$ cat config.mk
export PLATFORM = sky130hd
export DESIGN_NAME = pwm_pair_top
export DESIGN_NICKNAME = d
export VERILOG_FILES = /design/src/rtl/pwm_pair_pkg.sv /design/src/rtl/pwm_period_chan.sv /design/src/rtl/pwm_width_chan.sv /design/src/rtl/pwm_pair_top.sv
export SDC_FILE = /design/constraint.sdc
export NUM_CORES = 1
export LEC_CHECK = 0
export BUFFER_PORTS_ARGS = -buffer_cell sky130_fd_sc_hd__buf_2
export CORE_MARGIN = 2
export CORE_UTILIZATION = 38
export DETAILED_ROUTE_END_ITERATION = 16
export MAX_ROUTING_LAYER = met4
export PLACE_DENSITY_LB_ADDON = 0.3
export SLEW_MARGIN = 20
export SYNTH_ARGS = -nofsm -noshare
export SYNTH_HDL_FRONTEND = slang
export SYNTH_SLANG_ARGS = --single-unit
$ cat constraint.sdc
create_clock -name clk -period 2.9 [get_ports clk]
set_clock_uncertainty 0.1 [all_clocks]
set_input_delay 0.58 -clock clk [delete_from_list [all_inputs] [get_ports clk]]
set_output_delay 0.58 -clock clk [all_outputs]
set_load 0.01 [all_outputs]
$ cat src/rtl/pwm_pair_pkg.sv
package pwm_pair_pkg;
    typedef enum logic {
        RUN_IDLE   = 1'b0,
        RUN_ACTIVE = 1'b1
    } run_state_e;
endpackage

$ cat src/rtl/pwm_period_chan.sv
module pwm_period_chan #(
    parameter int CNT_W = 16
) (
    input  logic             clk,
    input  logic             rst_n,
    input  logic             run_i,
    input  logic             start_i,
    input  logic             stop_i,
    input  logic             tick_i,
    input  logic [CNT_W-1:0] reload_i,
    output logic             evt_o,
    output logic             irq_o
);
    typedef struct packed {
        logic [CNT_W-1:0] cnt;
        logic             irq;
    } per_st_t;

    per_st_t st_d, st_q;
    logic    advance;

    always_comb begin
        advance = run_i & tick_i & ~stop_i;
        evt_o   = start_i | (advance & (st_q.cnt == '0));
        st_d    = st_q;
        st_d.irq = evt_o;
        if (evt_o) begin
            st_d.cnt = reload_i;
        end else if (advance) begin
            st_d.cnt = st_q.cnt - 1'b1;
        end
    end

    always_ff @(posedge clk or negedge rst_n) begin
        if (!rst_n) st_q <= '0;
        else        st_q <= st_d;
    end

    assign irq_o = st_q.irq;

    AST_PER_HOLD: assert property (@(posedge clk) disable iff (!rst_n)
        (!tick_i && !start_i) |=> $stable(st_q.cnt));
endmodule

$ cat src/rtl/pwm_width_chan.sv
module pwm_width_chan #(
    parameter int CNT_W = 16
) (
    input  logic             clk,
    input  logic             rst_n,
    input  logic             stop_i,
    input  logic             tick_i,
    input  logic             load_i,
    input  logic [CNT_W-1:0] width_i,
    output logic             pwm_o,
    output logic             irq_o
);
    typedef struct packed {
        logic [CNT_W-1:0] cnt;
        logic             busy;
        logic             pwm;
        logic             irq;
    } wid_st_t;

    wid_st_t st_d, st_q;
    logic    nonzero;

    always_comb begin
        nonzero  = (width_i != '0);
        st_d     = st_q;
        st_d.irq = 1'b0;
        if (stop_i) begin
            st_d.busy = 1'b0;
            st_d.pwm  = 1'b0;
        end else if (load_i) begin
            st_d.cnt  = width_i;
            st_d.busy = nonzero;
            st_d.pwm  = nonzero;
        end else if (tick_i && st_q.busy) begin
            if (st_q.cnt == CNT_W'(1)) begin
                st_d.cnt  = '0;
                st_d.busy = 1'b0;
                st_d.pwm  = 1'b0;
                st_d.irq  = 1'b1;
            end else begin
                st_d.cnt = st_q.cnt - 1'b1;
            end
        end
    end

    always_ff @(posedge clk or negedge rst_n) begin
        if (!rst_n) st_q <= '0;
        else        st_q <= st_d;
    end

    assign pwm_o = st_q.pwm;
    assign irq_o = st_q.irq;

    AST_ZERO_WIDTH_LOW: assert property (@(posedge clk) disable iff (!rst_n)
        (load_i && !stop_i && width_i == '0) |=> !st_q.pwm);
    AST_FALL_CAUSE: assert property (@(posedge clk) disable iff (!rst_n)
        $fell(st_q.pwm) |-> (st_q.irq || $past(stop_i)));
    AST_STOP_LOW: assert property (@(posedge clk) disable iff (!rst_n)
        stop_i |=> !st_q.pwm);
endmodule

$ cat src/rtl/pwm_pair_top.sv
module pwm_pair_top
    import pwm_pair_pkg::*;
#(
    parameter int CNT_W = 16
) (
    input  logic             clk,
    input  logic             rst_n,
    input  logic             cnt_en_i,
    input  logic             start_i,
    input  logic             stop_i,
    input  logic             per_we_i,
    input  logic [CNT_W-1:0] per_wdata_i,
    input  logic             wid_we_i,
    input  logic [CNT_W-1:0] wid_wdata_i,
    output logic             per_irq_o,
    output logic             wid_irq_o,
    output logic             pwm_o
);
    typedef struct packed {
        logic [CNT_W-1:0] per;
        logic [CNT_W-1:0] wid;
        run_state_e       run;
    } top_st_t;

    top_st_t st_d, st_q;
    logic    start_ok;
    logic    per_evt;

    always_comb begin
        start_ok = start_i & ~stop_i;
        st_d     = st_q;
        if (stop_i)        st_d.run = RUN_IDLE;
        else if (start_ok) st_d.run = RUN_ACTIVE;
        if (per_we_i) st_d.per = per_wdata_i;
        if (wid_we_i) st_d.wid = wid_wdata_i;
    end

    always_ff @(posedge clk or negedge rst_n) begin
        if (!rst_n) begin
            st_q     <= '0;
            st_q.run <= RUN_IDLE;
        end else begin
            st_q <= st_d;
        end
    end

    pwm_period_chan #(.CNT_W(CNT_W)) u_per (
        .clk      (clk),
        .rst_n    (rst_n),
        .run_i    (st_q.run == RUN_ACTIVE),
        .start_i  (start_ok),
        .stop_i   (stop_i),
        .tick_i   (cnt_en_i),
        .reload_i (st_q.per),
        .evt_o    (per_evt),
        .irq_o    (per_irq_o)
    );

    pwm_width_chan #(.CNT_W(CNT_W)) u_wid (
        .clk     (clk),
        .rst_n   (rst_n),
        .stop_i  (stop_i),
        .tick_i  (cnt_en_i),
        .load_i  (per_evt),
        .width_i (st_q.wid),
        .pwm_o   (pwm_o),
        .irq_o   (wid_irq_o)
    );

    AST_START_IRQ: assert property (@(posedge clk) disable iff (!rst_n)
        start_ok |=> per_irq_o);
    AST_STOP_WINS: assert property (@(posedge clk) disable iff (!rst_n)
        (start_i && stop_i) |=> (!per_irq_o && !pwm_o));
    AST_IDLE_QUIET: assert property (@(posedge clk) disable iff (!rst_n)
        (st_q.run == RUN_IDLE && !start_ok) |=> (!per_irq_o && !wid_irq_o));
endmodule

* Word level (Yosys, flattened, before mapping)
Index checks and enable logic that the tools add are counted.
** Storage, ports and cells
- Register bits :: 69
- Output and inout bits :: 3
- Input port bits :: 39
** Operators by class
- Bitwise operators :: 6
- Add/sub/neg operators :: 2
- Reductions and logical operators :: 10
- Eq/ne operators :: 1
- Multiplexer cells :: 11
** Operators with widths (number)
- 16-bit 2-to-1 mux :: 3
- 16-bit by 1-bit subtractor with 16-bit output (second input constant) :: 2
- 19-bit 2-to-1 mux :: 1
- 18-bit 2-to-1 mux :: 1
- 16-bit by 1-bit equality test with 1-bit output (second input constant) :: 1
- 16-bit zero test :: 1
- 16-bit nonzero test :: 1
- 2-bit nonzero test :: 3
- 3-bit nonzero test :: 2
- 1-bit AND :: 4
- 1-bit 2-to-1 mux :: 4
- 2-bit AND reduction :: 2
- 3-bit 2-to-1 mux :: 1
- 2-bit 2-to-1 mux :: 1
- 1-bit logical AND :: 1
- 1-bit inverter :: 1
- 1-bit OR :: 1

* Longest topological paths before layout
- Depth after elaboration :: 6
- Gate-level depth with buffers :: 9
- Depth with buffers taken out :: 8

* Modules after synthesis
Synthesis repeated with hierarchy kept, for this count alone.
** Second synthesis, totals
- Cells, all modules :: 324
- Area total of the unflattened synthesis :: 3636.0 µm²
** By module, submodules not included
- pwm_pair_top :: seq. area each 825.8 µm², area an instance 1340.0 µm², instances 1, cells an instance 71
- pwm_width_chan :: seq. area each 450.4 µm², area an instance 1305.0 µm², instances 1, cells an instance 149
- pwm_period_chan :: seq. area each 425.4 µm², area an instance 991.0 µm², instances 1, cells an instance 104

* Least setup slack after synthesis
OpenSTA, ideal clock, no wires.
- Kind :: reg2reg
- Start :: reg u_per.st_q[3] (netlist name)
- End :: reg u_per.st_q[16] (netlist name)
- Required time :: 2679 ps
- Setup time :: 121 ps
- Slack :: 718 ps
- Arrival :: 1961 ps
- Stages on the path, launching flop included :: 7
- Path buffers :: 0
- Path through :: dfrtp_1 -> or4_4 -> or4_4 -> nor3b_4 -> nand2_1 -> xor2_1 -> o21ai_2
** On the way
- Word-level cells in the longest chain between the ends :: 4
- Elaborated cells on any way between the ends :: 7
- Classes of those cells :: add/sub (1); mux (2); bitwise (2); reduce/logical (2)
** Ends and longest elaborated chain
- from (decl) :: RTL line pwm_period_chan.sv:19 : per_st_t st_d, st_q;
- from (signal assigned) :: RTL line pwm_period_chan.sv:36 : else st_q <= st_d;
- parallel branches: the longest is 4 deep, another holds 16-bit by 1-bit subtractor with 16-bit output
Several ways; the timed one is not identified. The select of a mux whose other input is x is not followed.
A chain may end at the register's enable or synchronous reset.

* Worst setup path in the final report
- Start :: reg u_per.st_q[7] (netlist name)
- End :: reg u_wid.st_q[9] (netlist name)
** On the way
- Word-level cells in the longest chain between the ends :: 5
- Elaborated cells on any way between the ends :: 6
- Classes of those cells :: mux (1); bitwise (2); reduce/logical (3)
** Ends and longest elaborated chain
- 16-bit zero test * :: RTL line pwm_period_chan.sv:24 : evt_o = start_i | (advance & (st_q.cnt == '0));
- 1-bit AND * :: RTL line pwm_period_chan.sv:24
- 1-bit OR * :: RTL line pwm_period_chan.sv:24
- 2-bit nonzero test (no line)
- 2-bit AND reduction (no line)
- to (signal assigned) :: RTL line pwm_width_chan.sv:48 : else st_q <= st_d;
- to (decl) :: RTL line pwm_width_chan.sv:20 : wid_st_t st_d, st_q;
Mark *: on every way between the ends. The rest lies on a longest branch, timed or not.

==> reports/results.ini <==
[timing]
slew_viol_final=0
setup_viol_count_final=0
relSlewSlack=0.428
fin_crit_ns=2.44
hold_slack_ns=0.317
tns_ns=0
worstMarginPinSlew_ns=0.857
finalHoldViolations=0
rsz0062_at_grt=no
clock.fmax_ghz=0.410
period_share=0.841

[grt]
grt_antenna_before_repair=0
overflow=0
grt_max_degree=69
first_global_vias=2531
grt_pass1_wl_mm=12.0
grt_usage=0.162

[clock_network]
clock-root-buffer=clkbuf_8
cts_made_buffers=9
cts_setup_buffers=0
post_cts_resized=0
clock_path_buffers=2
cts.sinks=68
cts_hold_buf=0
cts_tree=done
cts-htree-levels=3
clkTransAtPathRegs_ns=0.07
clkLatencyLatePin_ns=0.34

[detailed_routing]
wl_met3_um=362
highest_layer=met4
remaining_drc_errors=0
dr_wl_met2_mm=3.20
ant_nets=0
wl_mm=6.99
drt_iter0_drc=113
routedWlPerCell_um=14.9
met1_length_mm=3.32
viasPerCell=5.34
drt_pass1_iterations=4
vias=2500

[die]
num_rows=34
io_pins=42
die_width_um=97.4
core_area_um2=8590
die_area_um2=9480
start_util=0.385
die_h_um=97.4

[final_layout]
drive_gt1_frac=0.289
antenna_cells=0
area_growth_pct=17.0
final_nets=398
fillers=843
finalCoreUtilization=0.451
finalInstanceArea_um2=3870

[synthesis]
synthTopCellsByArea=dfrtp_1 (51%), mux2_2 (11%), o21ai_0 (3.8%)
synth_top_area_cell=dfrtp_1
syn_nets=354
synth_seq_area_share=0.514
yosysUniqueCellTypes=43
yosysMostFrequentCell=dfrtp_1
yosys_register_bits=68
synth_cells=311
synth_flop_cell=dfrtp_1
synthTopCellsByCount=dfrtp_1 (68), mux2_2 (32), nand2_1 (30)
syn_area_um2=3310
ys_warn_count=0
synth_edf_count=0
async_flop_share=1.00
synth_top_area_share=0.514
syn_avg_cell_area_um2=10.6

[worst_setup_path]
cp-end-kind=flop
reg2reg_depth=7
max_stage_delay_ns=0.47
critPathSlowestCell=nor4_1
r2r-end=u_wid.st_q[9]$_DFFE_PN0P_
rrSetupSlack_ns=0.46
start_kind=flop
cp_max_fo=26
worstSetupPathType=flop to flop
worst_ep_arrival_time_ns=2.55
cp.required_ns=3.02
r2r-start=u_per.st_q[7]$_DFFE_PN0P_
crit_top_cell=nor4_1
path_cells=nor4_1 -> nor2b_1 -> a32o_2 -> buf_4 -> nor4_1 -> a21oi_1 -> o2bb2ai_1

[run_status]
status=finished, final reports clean

[placement]
placed_area_um2=3630
place_congestion=0.820
port-buffer-count=41
dp_hpwl_mm=4.87

[power_and_ir_drop]
power_density_nw_per_um2=642
leakage_nw=1.65
ir_worst_vdd_uv=319

[run]
cap_violations=0

[hold_path]
min-delay-path-class=input pin to asynchronous set/reset pin

==> cell usage in the layout, fill, tap and decap left out, types with 3 or more instances in the layout <==
cell / n
a21oi_1: 15
a22o_1: 4
a22oi_1: 3
buf_2: 41
buf_4: 6
clkbuf_8: 12
dfrtp_1: 68
ha_1: 4
inv_1: 8
mux2_2: 32
nand2_1: 30
nand3_1: 5
nor2_1: 20
nor3_1: 8
nor4_1: 16
o21ai_0: 25
o21ai_1: 3
o2bb2ai_1: 8
or3_1: 4
xnor2_1: 10
xor2_1: 4
==> state kept, by name (all words and copies together) (netlist names) <==
signal,cells
st_q,33
u_per.st_q,16
u_wid.st_q,16
u_per.irq_o,1
u_wid.irq_o,1
u_wid.pwm_o,1
==> worst max-delay path by stage <==
| stage | start | to | slack (ns) |
|---|---|---|---|
| floorplan | u_per.st_q[3]$_DFFE_PN0P_ | u_per.st_q[16]$_DFFE_PN0P_ | 0.72 |
| global placement | stop_i | u_wid.st_q[9]$_DFFE_PN0P_ | 0.42 |
| detailed placement | stop_i | u_wid.st_q[9]$_DFFE_PN0P_ | 0.36 |
| CTS | u_per.st_q[7]$_DFFE_PN0P_ | u_wid.st_q[9]$_DFFE_PN0P_ | 0.45 |
| global route | u_per.st_q[7]$_DFFE_PN0P_ | u_wid.st_q[9]$_DFFE_PN0P_ | 0.30 |
| finish | u_per.st_q[7]$_DFFE_PN0P_ | u_wid.st_q[9]$_DFFE_PN0P_ | 0.46 |
==> area by class of cell <==
cell class / instances / area, um2 / area share
tap: 108 / 135 / 0.0349
clock buffer: 12 / 165 / 0.0426
multi-input combinational: 221 / 1520 / 0.391
sequential: 68 / 1700 / 0.439
inverter: 8 / 30.0 / 0.00775
timing repair buffer: 47 / 250 / 0.0646
clock inverter: 4 / 77.6 / 0.0200
==> power by group <==
group | internal (mW) | total (mW) | switching, mW | leakage, nW
clock | 0.561 | 0.931 | 0.370 | 0.124
sequential | 1.06 | 1.17 | 0.112 | 0.838
combinational | 0.182 | 0.383 | 0.201 | 0.685
==> stage by stage <==
stage	worst slack, ns	std cells	power (mW)
4_1_cts	0.448	468	2.52
6_report	0.461	468	2.49
3_3_place_gp	0.417	452	1.56
2_1_floorplan	0.718	311	1.44
3_5_place_dp	0.359	452	1.57
5_1_grt	0.300	468	2.63
==> critical path, delay by kind of cell (launching register included) <==
kind / cells / cell delay, ns
simple gates: 3 / 0.86
flops: 1 / 0.44
compound gates: 3 / 0.59
buf+inv: 1 / 0.32
==> kinds of logic after synthesis <==
kind of cell             count (synthesis)  synth area share
adder cells (fa/ha/maj)                  4            0.0151
flip-flops                              68             0.514
buffers and inverters                   22            0.0291
XOR/XNOR                                14            0.0370
AND/OR/NAND/NOR                         99             0.159
AO/OA/AOI/OAI                           72             0.137
multiplexers                            32             0.109
==> metal layers <==
metal	up-vias	track usage
met5	-	-
met4	0	0.0556
met3	10	0.0432
met2	61	0.243
met1	1212	0.213
li1	1217	-
Note: power is estimated with default switching activity, not from simulation.
